$ cat src/rtl/ecr_pkg.sv
package ecr_pkg;

    localparam int MODE_W = 3;
    localparam int STAT_W = 2;

    typedef enum logic [MODE_W-1:0] {
        MODE_COMPAT   = 3'b000,
        MODE_BYTE     = 3'b001,
        MODE_FIFO_OUT = 3'b010,
        MODE_EXTENDED = 3'b011,
        MODE_RSV4     = 3'b100,
        MODE_RSV5     = 3'b101,
        MODE_TEST     = 3'b110,
        MODE_CFG      = 3'b111
    } pp_mode_e;

    // control fields, most significant first as they sit on the bus
    typedef struct packed {
        pp_mode_e mode;
        logic     err_int_dis;
        logic     dma_en;
        logic     svc;
    } ctrl_fields_t;

    localparam int CTRL_W = $bits(ctrl_fields_t);
    localparam int REG_W  = CTRL_W + STAT_W;

    // pending service causes
    typedef struct packed {
        logic tc;
        logic thr;
        logic err;
    } svc_pend_t;

    function automatic logic mode_clears_irq(pp_mode_e m);
        return (m == MODE_COMPAT) || (m == MODE_BYTE);
    endfunction

    function automatic logic mode_drives_irq(pp_mode_e m);
        return (m == MODE_FIFO_OUT) || (m == MODE_EXTENDED) || (m == MODE_TEST);
    endfunction

endpackage

$ cat src/rtl/ecr_fault_unit.sv
module ecr_fault_unit #(
    parameter int SYNC_STAGES = 2
) (
    input  logic clk,
    input  logic rst,
    input  logic fault_n_in,
    input  logic err_int_dis,
    input  logic wr_en,
    input  logic wr_err_int_dis,
    output logic fault_pend
);

    logic fault_n_sync;
    logic fault_n_prev;

    generate
        if (SYNC_STAGES > 1) begin : g_chain
            logic [SYNC_STAGES-1:0] chain;
            always_ff @(posedge clk) begin
                if (rst) chain <= '1;
                else     chain <= {chain[SYNC_STAGES-2:0], fault_n_in};
            end
            assign fault_n_sync = chain[SYNC_STAGES-1];
        end else begin : g_single
            logic stage;
            always_ff @(posedge clk) begin
                if (rst) stage <= 1'b1;
                else     stage <= fault_n_in;
            end
            assign fault_n_sync = stage;
        end
    endgenerate

    always_ff @(posedge clk) begin
        if (rst) fault_n_prev <= 1'b1;
        else     fault_n_prev <= fault_n_sync;
    end

    logic fall_edge;
    logic enable_while_low;
    logic set_pend;
    logic clr_pend;

    always_comb begin
        fall_edge        = fault_n_prev & ~fault_n_sync;
        enable_while_low = wr_en & err_int_dis & ~wr_err_int_dis & ~fault_n_sync;
        set_pend         = (~err_int_dis & fall_edge) | enable_while_low;
        clr_pend         = wr_en & wr_err_int_dis;
    end

    always_ff @(posedge clk) begin
        if (rst)           fault_pend <= 1'b0;
        else if (set_pend) fault_pend <= 1'b1;
        else if (clr_pend) fault_pend <= 1'b0;
    end

endmodule

$ cat src/rtl/ecr_service_unit.sv
module ecr_service_unit
    import ecr_pkg::*;
(
    input  logic      clk,
    input  logic      rst,
    input  logic      wr_en,
    input  logic      wr_svc,
    input  logic      wr_dma_en,
    input  logic      wr_mode_clear,
    input  logic      dma_en,
    input  logic      tc_in,
    input  logic      dir_rev,
    input  logic      fifo_wr_thr,
    input  logic      fifo_rd_thr,
    input  logic      fifo_err,
    output logic      svc,
    output svc_pend_t pend,
    output logic      err_sticky
);

    svc_pend_t cond;
    logic      armed;
    logic      fire;

    always_comb begin
        cond.tc  = dma_en & tc_in;
        cond.thr = ~dma_en & (dir_rev ? fifo_rd_thr : fifo_wr_thr);
        cond.err = fifo_err;
        armed    = ~svc;
        fire     = armed & (|cond);
    end

    // hardware set has priority over a write in the same cycle
    always_ff @(posedge clk) begin
        if (rst)        svc <= 1'b1;
        else if (fire)  svc <= 1'b1;
        else if (wr_en) svc <= wr_svc;
    end

    always_ff @(posedge clk) begin
        if (rst) begin
            pend <= '0;
        end else begin
            if (armed & cond.tc)
                pend.tc <= 1'b1;
            else if (wr_en & (~wr_dma_en | wr_mode_clear))
                pend.tc <= 1'b0;

            if (armed & cond.thr)
                pend.thr <= 1'b1;
            else if (wr_en)
                pend.thr <= 1'b0;

            if (armed & cond.err)
                pend.err <= 1'b1;
            else if (wr_en & wr_mode_clear)
                pend.err <= 1'b0;
        end
    end

    always_ff @(posedge clk) begin
        if (rst)                         err_sticky <= 1'b0;
        else if (fifo_err)               err_sticky <= 1'b1;
        else if (wr_en & wr_mode_clear)  err_sticky <= 1'b0;
    end

endmodule

$ cat src/rtl/ecr_pin_enables.sv
module ecr_pin_enables
    import ecr_pkg::*;
(
    input  pp_mode_e  mode,
    input  logic      dma_en,
    input  logic      ack_irq_en,
    input  logic      ack_int,
    input  logic      fault_pend,
    input  svc_pend_t svc_pend,
    output logic      irq,
    output logic      irq_oe,
    output logic      dreq_oe
);

    always_comb begin
        irq     = fault_pend | (|svc_pend) | (ack_irq_en & ack_int);
        irq_oe  = ack_irq_en | mode_drives_irq(mode);
        dreq_oe = dma_en;
    end

endmodule

$ cat src/rtl/pp_ext_ctrl_reg.sv
module pp_ext_ctrl_reg
    import ecr_pkg::*;
#(
    parameter int SYNC_STAGES = 2
) (
    input  logic             clk,
    input  logic             rst,
    input  logic             host_we,
    input  logic [REG_W-1:0] host_wdata,
    output logic [REG_W-1:0] host_rdata,
    input  logic             fault_n_in,
    input  logic             tc_in,
    input  logic             dir_rev,
    input  logic             fifo_wr_thr,
    input  logic             fifo_rd_thr,
    input  logic             fifo_err,
    input  logic             fifo_full,
    input  logic             fifo_empty,
    input  logic             ack_irq_en,
    input  logic             ack_int,
    output logic             irq,
    output logic             irq_oe,
    output logic             dreq_oe
);

    ctrl_fields_t wr_fields;
    ctrl_fields_t rd_fields;
    pp_mode_e     mode_q;
    logic         err_dis_q;
    logic         dma_en_q;
    logic         svc_q;
    svc_pend_t    svc_pend;
    logic         err_sticky;
    logic         fault_pend;
    logic         wr_mode_clear;

    assign wr_fields     = ctrl_fields_t'(host_wdata[REG_W-1:STAT_W]);
    assign wr_mode_clear = mode_clears_irq(wr_fields.mode);

    always_ff @(posedge clk) begin
        if (rst) begin
            mode_q    <= MODE_COMPAT;
            err_dis_q <= 1'b1;
            dma_en_q  <= 1'b0;
        end else if (host_we) begin
            mode_q    <= wr_fields.mode;
            err_dis_q <= wr_fields.err_int_dis;
            dma_en_q  <= wr_fields.dma_en;
        end
    end

    ecr_fault_unit #(
        .SYNC_STAGES(SYNC_STAGES)
    ) u_fault (
        .clk            (clk),
        .rst            (rst),
        .fault_n_in     (fault_n_in),
        .err_int_dis    (err_dis_q),
        .wr_en          (host_we),
        .wr_err_int_dis (wr_fields.err_int_dis),
        .fault_pend     (fault_pend)
    );

    ecr_service_unit u_svc (
        .clk           (clk),
        .rst           (rst),
        .wr_en         (host_we),
        .wr_svc        (wr_fields.svc),
        .wr_dma_en     (wr_fields.dma_en),
        .wr_mode_clear (wr_mode_clear),
        .dma_en        (dma_en_q),
        .tc_in         (tc_in),
        .dir_rev       (dir_rev),
        .fifo_wr_thr   (fifo_wr_thr),
        .fifo_rd_thr   (fifo_rd_thr),
        .fifo_err      (fifo_err),
        .svc           (svc_q),
        .pend          (svc_pend),
        .err_sticky    (err_sticky)
    );

    ecr_pin_enables u_pins (
        .mode       (mode_q),
        .dma_en     (dma_en_q),
        .ack_irq_en (ack_irq_en),
        .ack_int    (ack_int),
        .fault_pend (fault_pend),
        .svc_pend   (svc_pend),
        .irq        (irq),
        .irq_oe     (irq_oe),
        .dreq_oe    (dreq_oe)
    );

    always_comb begin
        rd_fields.mode        = mode_q;
        rd_fields.err_int_dis = err_dis_q;
        rd_fields.dma_en      = dma_en_q;
        rd_fields.svc         = svc_q;
        host_rdata = {rd_fields, fifo_full | err_sticky, fifo_empty | err_sticky};
    end

endmodule

$ cat config.mk
export PLATFORM = sky130hd
export DESIGN_NAME = pp_ext_ctrl_reg
export DESIGN_NICKNAME = d
export VERILOG_FILES = /design/src/rtl/ecr_pkg.sv /design/src/rtl/ecr_fault_unit.sv /design/src/rtl/ecr_service_unit.sv /design/src/rtl/ecr_pin_enables.sv /design/src/rtl/pp_ext_ctrl_reg.sv
export SDC_FILE = /design/constraint.sdc
export NUM_CORES = 1
export LEC_CHECK = 0
export ABC_AREA = 1
export ABC_CLOCK_PERIOD_IN_PS = 800
export BUFFER_PORTS_ARGS = -buffer_cell sky130_fd_sc_hd__clkbuf_2
export CORE_MARGIN = 4
export CORE_UTILIZATION = 37
export DETAILED_ROUTE_END_ITERATION = 10
export PLACE_DENSITY = 0.7
export SKIP_LAST_GASP = 1
export SYNTH_ARGS = -nofsm -noshare
export SYNTH_HDL_FRONTEND = slang
export SYNTH_SLANG_ARGS = --single-unit
$ cat constraint.sdc
create_clock -name clk -period 0.8 [get_ports clk]
set_clock_uncertainty 0.15 [all_clocks]
set_input_delay 0.2 -clock clk [delete_from_list [all_inputs] [get_ports clk]]
set_output_delay 0.2 -clock clk [all_outputs]
set_load 0.05 [all_outputs]
==> results of run 1 <==
==> area by class of cell <==
type / count / area share (%)
Clock buffer: 4 / 2.18
Inverter: 8 / 2.70
Multi-Input combinational cell: 52 / 30.4
Sequential cell: 14 / 25.3
Tap cell: 16 / 1.66
Timing Repair Buffer: 44 / 37.7
==> final timing paths <==
path / to / slack (ns) / from / cells after the start
min: u_fault.g_chain.chain[0] / -0.03 / fault_n_in / 2
max: irq_oe / -0.60 / mode_q[0] / 3
max reg2reg: mode_q[0] / -0.35 / mode_q[0] / 5
min reg2reg: u_fault.g_chain.chain[1] / 0.28 / u_fault.g_chain.chain[0] / 1
==> power by group <==
group          total (mW)  switching (mW)  internal [mW]
clock               0.407           0.214          0.193
combinational       0.656           0.330          0.326
sequential          0.773          0.0394          0.733
total                1.84           0.584           1.25
==> repair_timing <==
action / 4_1_cts / 5_1_grt
setup buffers: 2 / 4
endpoints found under the hold margin: 2 / 1
resized for setup: 42 / 23
pin swaps: 5 / 3
endpoints found under the setup margin: 21 / 22
==> flip-flops by register name, indices dropped and copies added (netlist names) <==
signal / count
u_fault.fault_pend: 1
u_svc.pend: 3
u_fault.g_chain.chain: 2
u_fault.fault_n_prev: 1
u_svc.err_sticky: 1
u_svc.svc: 1
dma_en_q: 1
mode_q: 3
err_dis_q: 1
==> routing by layer <==
layer,vias to the layer above,GRT usage (%)
li1,337,-
met1,328,15.1
met5,-,0
met4,0,10.2
met2,35,29.6
met3,13,4.14
==> kinds of logic after synthesis <==
logic type,Yosys count,share of synthesized area (%)
AND/OR/NAND/NOR,38,28.6
AO/OA/AOI/OAI,14,12.3
flip-flops,14,47.5
buffers and inverters,13,11.7
==> cells in the final DEF, fill, tap and decap left out <==
cell       Yosys  routed
clkbuf_16      0       6
nor2_2         1       2
dfxtp_1       14       4
a21oi_2        0       4
o21ai_2        0       4
inv_4          0       1
clkbuf_1       0       1
nor2_4         0       4
nand3_1        5       1
dfxtp_2        0       5
a21oi_1        9       5
buf_4          3       8
nand3_2        0       2
nand4_1        1       1
a21o_4         0       1
clkbuf_4       0       3
nand2_2        0       4
dfxtp_4        0       5
buf_8          0       5
buf_6          1       7
nor2_1        11       6
nand3_4        0       2
or2_4          1       5
clkbuf_2       0      18
inv_1          8       7
nand2_1       15      11
==> qor.csv, run 1 <==
stage,metric,value,unit
die,CORE AREA,0.00151,mm^2
finish,# fillers,79,
clock_network,H-tree Lvls,1,
logic_synthesis,Mean Syn Cell Area,7.48,um^2
clock_network,clock slew at reported path FFs,0.09,ns
logic_synthesis,Synth area leaders,"dfxtp_1 47%, nand2_1 9.5%, a21oi_1 7.6%",
sta,max_slew headroom,82.8,%
logic_synthesis,Post-synth EDFFs,0,
sta,unrepaired setup endpoints after global routing,true,
placement,Placed Cells,128,
logic_synthesis,Main synth FF type,dfxtp_1,
sta,Final WS setup,-0.595,ns
placement,Port Buffers,29,
critical_path,CP peak stage delay,0.36,ns
clock_network,CTS sink cnt,14,
routing,Detailed Route Iter0 Violations,7,
logic_synthesis,Post-Synthesis Cells,79,
critical_path,worst-path maximum fanout,2,
sta,# setup viols final,21,
routing,Wirelength per Cell,15.2,um
critical_path,"Cell Chain, Critical Path","nand2_2, a21o_4, clkbuf_16",
die,I/O pins,32,
critical_path,"delay-heaviest family, CP",flip-flops,
status,status,"finished, violations left",
grt,first-pass GRT wire length,2.53,mm
routing,DR vias,713,
sta,final hold vios,1,
placement,HPWL after DPL,1.08,mm
logic_synthesis,"top cells by count, synth","15 x nand2_1, 14 x dfxtp_1, 11 x nor2_1, 9 x a21oi_1, 8 x inv_1",
logic_synthesis,share of flip-flops with an asynchronous set or reset,0,%
logic_synthesis,Yosys cell types,15,
pwr,Power Density,1520,mW/mm^2
logic_synthesis,area share of the largest cell type after synthesis,47.5,%
finish,Area Overhead vs Synth,104,%
hold_path,HP Class,in2reg,
placement,DP Area,860,um^2
logic_synthesis,biggest area consumer among synthesized cells,dfxtp_1,
routing,DR WL met2,1.19,mm
finish,layout cells sized above 1,70.5,%
run,MaxCap Viol Count,0,
pwr,VDD IR max,851,uV
critical_path,Worst Path Required,0.45,ns
routing,M1 WL,660,um
routing,number of remaining DRC errors,0,
grt,vias in the first global route,634,
logic_synthesis,Syn Nets,100,
die,die area,0.00230,mm^2
critical_path,CP max-delay cell,dfxtp_4,
critical_path,Worst setup SP type,flip-flop,
routing,Pre-antenna DRT Iters,3,
die,Die Height,48.0,um
sta,post-layout min period,1.40,ns
grt,largest net degree at the start of global routing,9,
clock_network,clk buf depth,2,
finish,# diodes,0,
sta,setup TNS,-7.20,ns
die,die width,48.0,um
sta,worst slew pin tran,0.257,ns
sta,worst hold slack,-0.0264,ns
critical_path,crit path kind,reg2out,
clock_network,root buffer cell,clkbuf_4,
pwr,total power,1.84,mW
routing,vias per cell,5.17,
die,FP Rows,14,
finish,Final Instance Area,0.00120,mm^2
clock_network,clock buffer count from CTS,3,
routing,met3 WL,148,um
critical_path,critical path buffer and inverter count,1,
logic_synthesis,post-synthesis cell area,591,um^2
logic_synthesis,synthesized flop and latch total,14,
finish,final core utilization,80.0,%
grt,Congestion Overflow GR,0,
grt,All-Layer GR Usage,15.9,%
sta,Final Max Slew Viols,0,
clock_network,Skew-Pair Late Insertion Delay,0.28,ns
routing,Top Metal Used,met4,
placement,GPL Wtd Cong,0.804,
grt,initial antenna violation count,0,
critical_path,Worst EP arrival,1.05,ns
routing,Post-DRT Antenna Nets,0,
sta,fmax,0.717,GHz
critical_path,nature of the critical path endpoint,output pin,
finish,register area,305,um^2
sta,final worst-path cycle share,174,%
pwr,leak pwr,0.558,nW
status,failing checks,"hold timing, setup timing",
logic_synthesis,most numerous cell in the Yosys netlist,nand2_1,
finish,# nets final,144,
logic_synthesis,sequential fraction of the synthesis area,47.5,%
routing,final wirelength,2.10,mm
placement,DP Worst Slack,-0.346,ns
finish,fin cells,138,
logic_synthesis,total number of yosys warnings,0,
finish,area occupied by multi-input gates,367,um^2
die,Initial Util,39.2,%
clock_network,CTS tree,built,
Note: power is estimated with default switching activity, not from simulation.
==> run 2: changes to the inputs <==
CELL_PAD_IN_SITES_DETAIL_PLACEMENT = 1   (was unset)
CELL_PAD_IN_SITES_GLOBAL_PLACEMENT = 1   (was unset)
CORE_UTILIZATION = 25   (was 37)
PLACE_DENSITY = 0.69   (was 0.7)
==> run 2 against run 1 <==
Net effect: the run still ends with hold timing, setup timing left; clock-buffer cell count did not move; critical path depth did not move; via count fell by 10%; die area rose by 39%; sequential power barely moved; cell count rose by 5.8%; highest routed layer unchanged; largest cell class unchanged; wire length fell by 4.4%; final area rose by 1.1%; setup slack improved by 0.015 ns; global-route usage fell by 2.5 points; fmax rose by 1.1%; combinational power fell by 2%.
==> qor.csv, run 2 (synthesis results as in run 1) <==
stage,metric,value,unit,change
clock_network,clock slew at reported path FFs,0.09,ns,about the same
grt,GRT met3 Usage,3.45,%,-0.69 points
pwr,total power,1.94,mW,+5.5%
die,Initial Util,26.4,%,-13 points
finish,most frequent cells in the layout,"18 x clkbuf_2, 12 x nand2_1, 7 x inv_1, 7 x dfxtp_2",,
sta,max_slew headroom,84.2,%,+1.3 points
die,die width,56.6,um,+18%
placement,Port Buffers,29,,unchanged
grt,first-pass GRT wire length,3.28,mm,+30%
grt,Congestion Overflow GR,0,,unchanged
grt,vias in the first global route,712,,+12%
critical_path,Worst Path Required,0.45,ns,about the same
sta,final worst-path cycle share,173,%,-1.8 points
finish,Area Overhead vs Synth,106,%,
routing,number of remaining DRC errors,0,,unchanged
finish,# diodes,0,,unchanged
hold_path,HP Class,in2reg,,
clock_network,CTS tree,built,,
finish,"most common cell after layout, fill and taps aside",clkbuf_2,,
critical_path,Worst EP arrival,1.03,ns,-0.02 ns
finish,# nets final,140,,-2.8%
placement,GPL Wtd Cong,0.718,,-11%
run,MaxCap Viol Count,0,,unchanged
sta,worst slew pin tran,0.237,ns,-0.0199 ns
clock_network,CTS sink cnt,14,,unchanged
finish,Final Instance Area,0.00122,mm^2,+1.1%
clock_network,clk buf depth,2,,unchanged
sta,# setup viols final,21,,unchanged
critical_path,worst-path maximum fanout,2,,unchanged
routing,Wirelength per Cell,13.7,um,-9.6%
pwr,VDD IR max,1030,uV,+21%
sta,Final WS setup,-0.581,ns,+0.0146 ns
pwr,Power Density,1590,mW/mm^2,+4.3%
grt,most used routing layer,met2,,
routing,final wirelength,2.01,mm,-4.4%
clock_network,Skew-Pair Late Insertion Delay,0.28,ns,about the same
status,failing checks,"hold timing, setup timing",,
die,die area,0.00320,mm^2,+39%
placement,HPWL after DPL,1.34,mm,+24%
finish,layout cells sized above 1,72.9,%,+2.4 points
critical_path,crit path kind,reg2out,,
routing,DR vias,640,,-10%
critical_path,"Cell Chain, Critical Path","nand2_2, a21o_4, buf_8",,
status,status,"finished, violations left",,
clock_network,clock buffer count from CTS,3,,unchanged
critical_path,Worst setup SP type,flip-flop,,
sta,Final Max Slew Viols,0,,unchanged
critical_path,critical path buffer and inverter count,1,,unchanged
grt,M1 GR Usage,14.7,%,-0.35 points
pwr,leak pwr,0.548,nW,-2.0%
placement,DP Area,882,um^2,+2.6%
routing,Post-DRT Antenna Nets,0,,unchanged
routing,vias per cell,4.38,,-15%
sta,worst hold slack,-0.0399,ns,-0.0136 ns
placement,Placed Cells,137,,+7.0%
sta,setup TNS,-6.64,ns,+0.565 ns
critical_path,"delay-heaviest family, CP",flip-flops,,
clock_network,H-tree Lvls,1,,unchanged
grt,largest net degree at the start of global routing,9,,unchanged
sta,final hold vios,2,,+1
routing,Pre-antenna DRT Iters,3,,unchanged
routing,Detailed Route Iter0 Violations,1,,-6
die,FP Rows,17,,+3
finish,biggest regs,"mode_q: 3 flops, u_svc.pend: 3 flops, u_fault.g_chain.chain: 2 flops",,
die,Die Height,56.6,um,+18%
sta,fmax,0.724,GHz,+1.1%
clock_network,root buffer cell,clkbuf_4,,
die,CORE AREA,0.00223,mm^2,+48%
sta,unrepaired setup endpoints after global routing,true,,
grt,M2 GR Usage,24.1,%,-5.5 points
finish,fin cells,146,,+5.8%
critical_path,nature of the critical path endpoint,output pin,,
grt,initial antenna violation count,0,,unchanged
critical_path,CP max-delay cell,dfxtp_4,,
critical_path,CP peak stage delay,0.36,ns,about the same
grt,All-Layer GR Usage,13.3,%,-2.5 points
finish,final core utilization,54.6,%,-25 points
die,I/O pins,32,,unchanged
sta,post-layout min period,1.38,ns,-0.0146 ns
==> run 2: cell types whose count changed in the layout (fill, tap and decap cells not counted), sizes merged <==
cell,change
buf,-4
==> run 2: final cells by class <==
| type | instances | area, um^2 |
|---|---|---|
| Fill cell | 267 | 1010 |
| Timing Repair Buffer | 40 | 427 |
| Multi-Input combinational cell | 52 | 372 |
| Sequential cell | 14 | 312 |
| Inverter | 8 | 37.5 |
| Clock buffer | 4 | 36.3 |
| Tap cell | 28 | 35.0 |
==> run 2: repair_timing <==
item,in CTS,in global routing
buffers inserted,5,3
gates cloned,0,0
endpoints found under the hold margin,4,2
setup endpoints to repair,21,24
pin swaps,9,10
resized for setup,47,20
==> run 2: worst register-to-register path: cells and delay by family, from the launching register on <==
kind | cells | cell delay, ns
buffers and inverters | 2 | 0.24
AO/OA/AOI/OAI | 2 | 0.14
flip-flops | 1 | 0.37
==> run 2: layer usage <==
metal / vias to the layer above / share of wire (%)
met5: - / 0
li1: 327 / -
met2: 19 / 53
met3: 4 / 4.7
met1: 290 / 41
met4: 0 / 1.4
==> run 2: path summary, 6_finish.rpt <==
check / cells after the start / endpoint / slack, ns / from
max: 3 / irq_oe / -0.58 / mode_q[2]
max reg2reg: 4 / dma_en_q / -0.22 / dma_en_q
min reg2reg: 1 / u_fault.g_chain.chain[1] / 0.28 / u_fault.g_chain.chain[0]
min: 2 / u_fault.g_chain.chain[0] / -0.04 / fault_n_in
==> run 2: power breakdown <==
part | internal, mW | switching (mW)
clock network | 0.277 | 0.245
logic | 0.318 | 0.327
registers | 0.733 | 0.0372
==> run 2: per-stage QoR <==
step | setup slack (ns) | hold WS [ns]
6_report | -0.581 | -0.0399
3_5_place_dp | -0.343 | 0.258
5_1_grt | -0.614 | -0.0524
4_1_cts | -0.612 | -0.0479
2_1_floorplan | -0.317 | 0.164
3_3_place_gp | -0.340 | 0.251
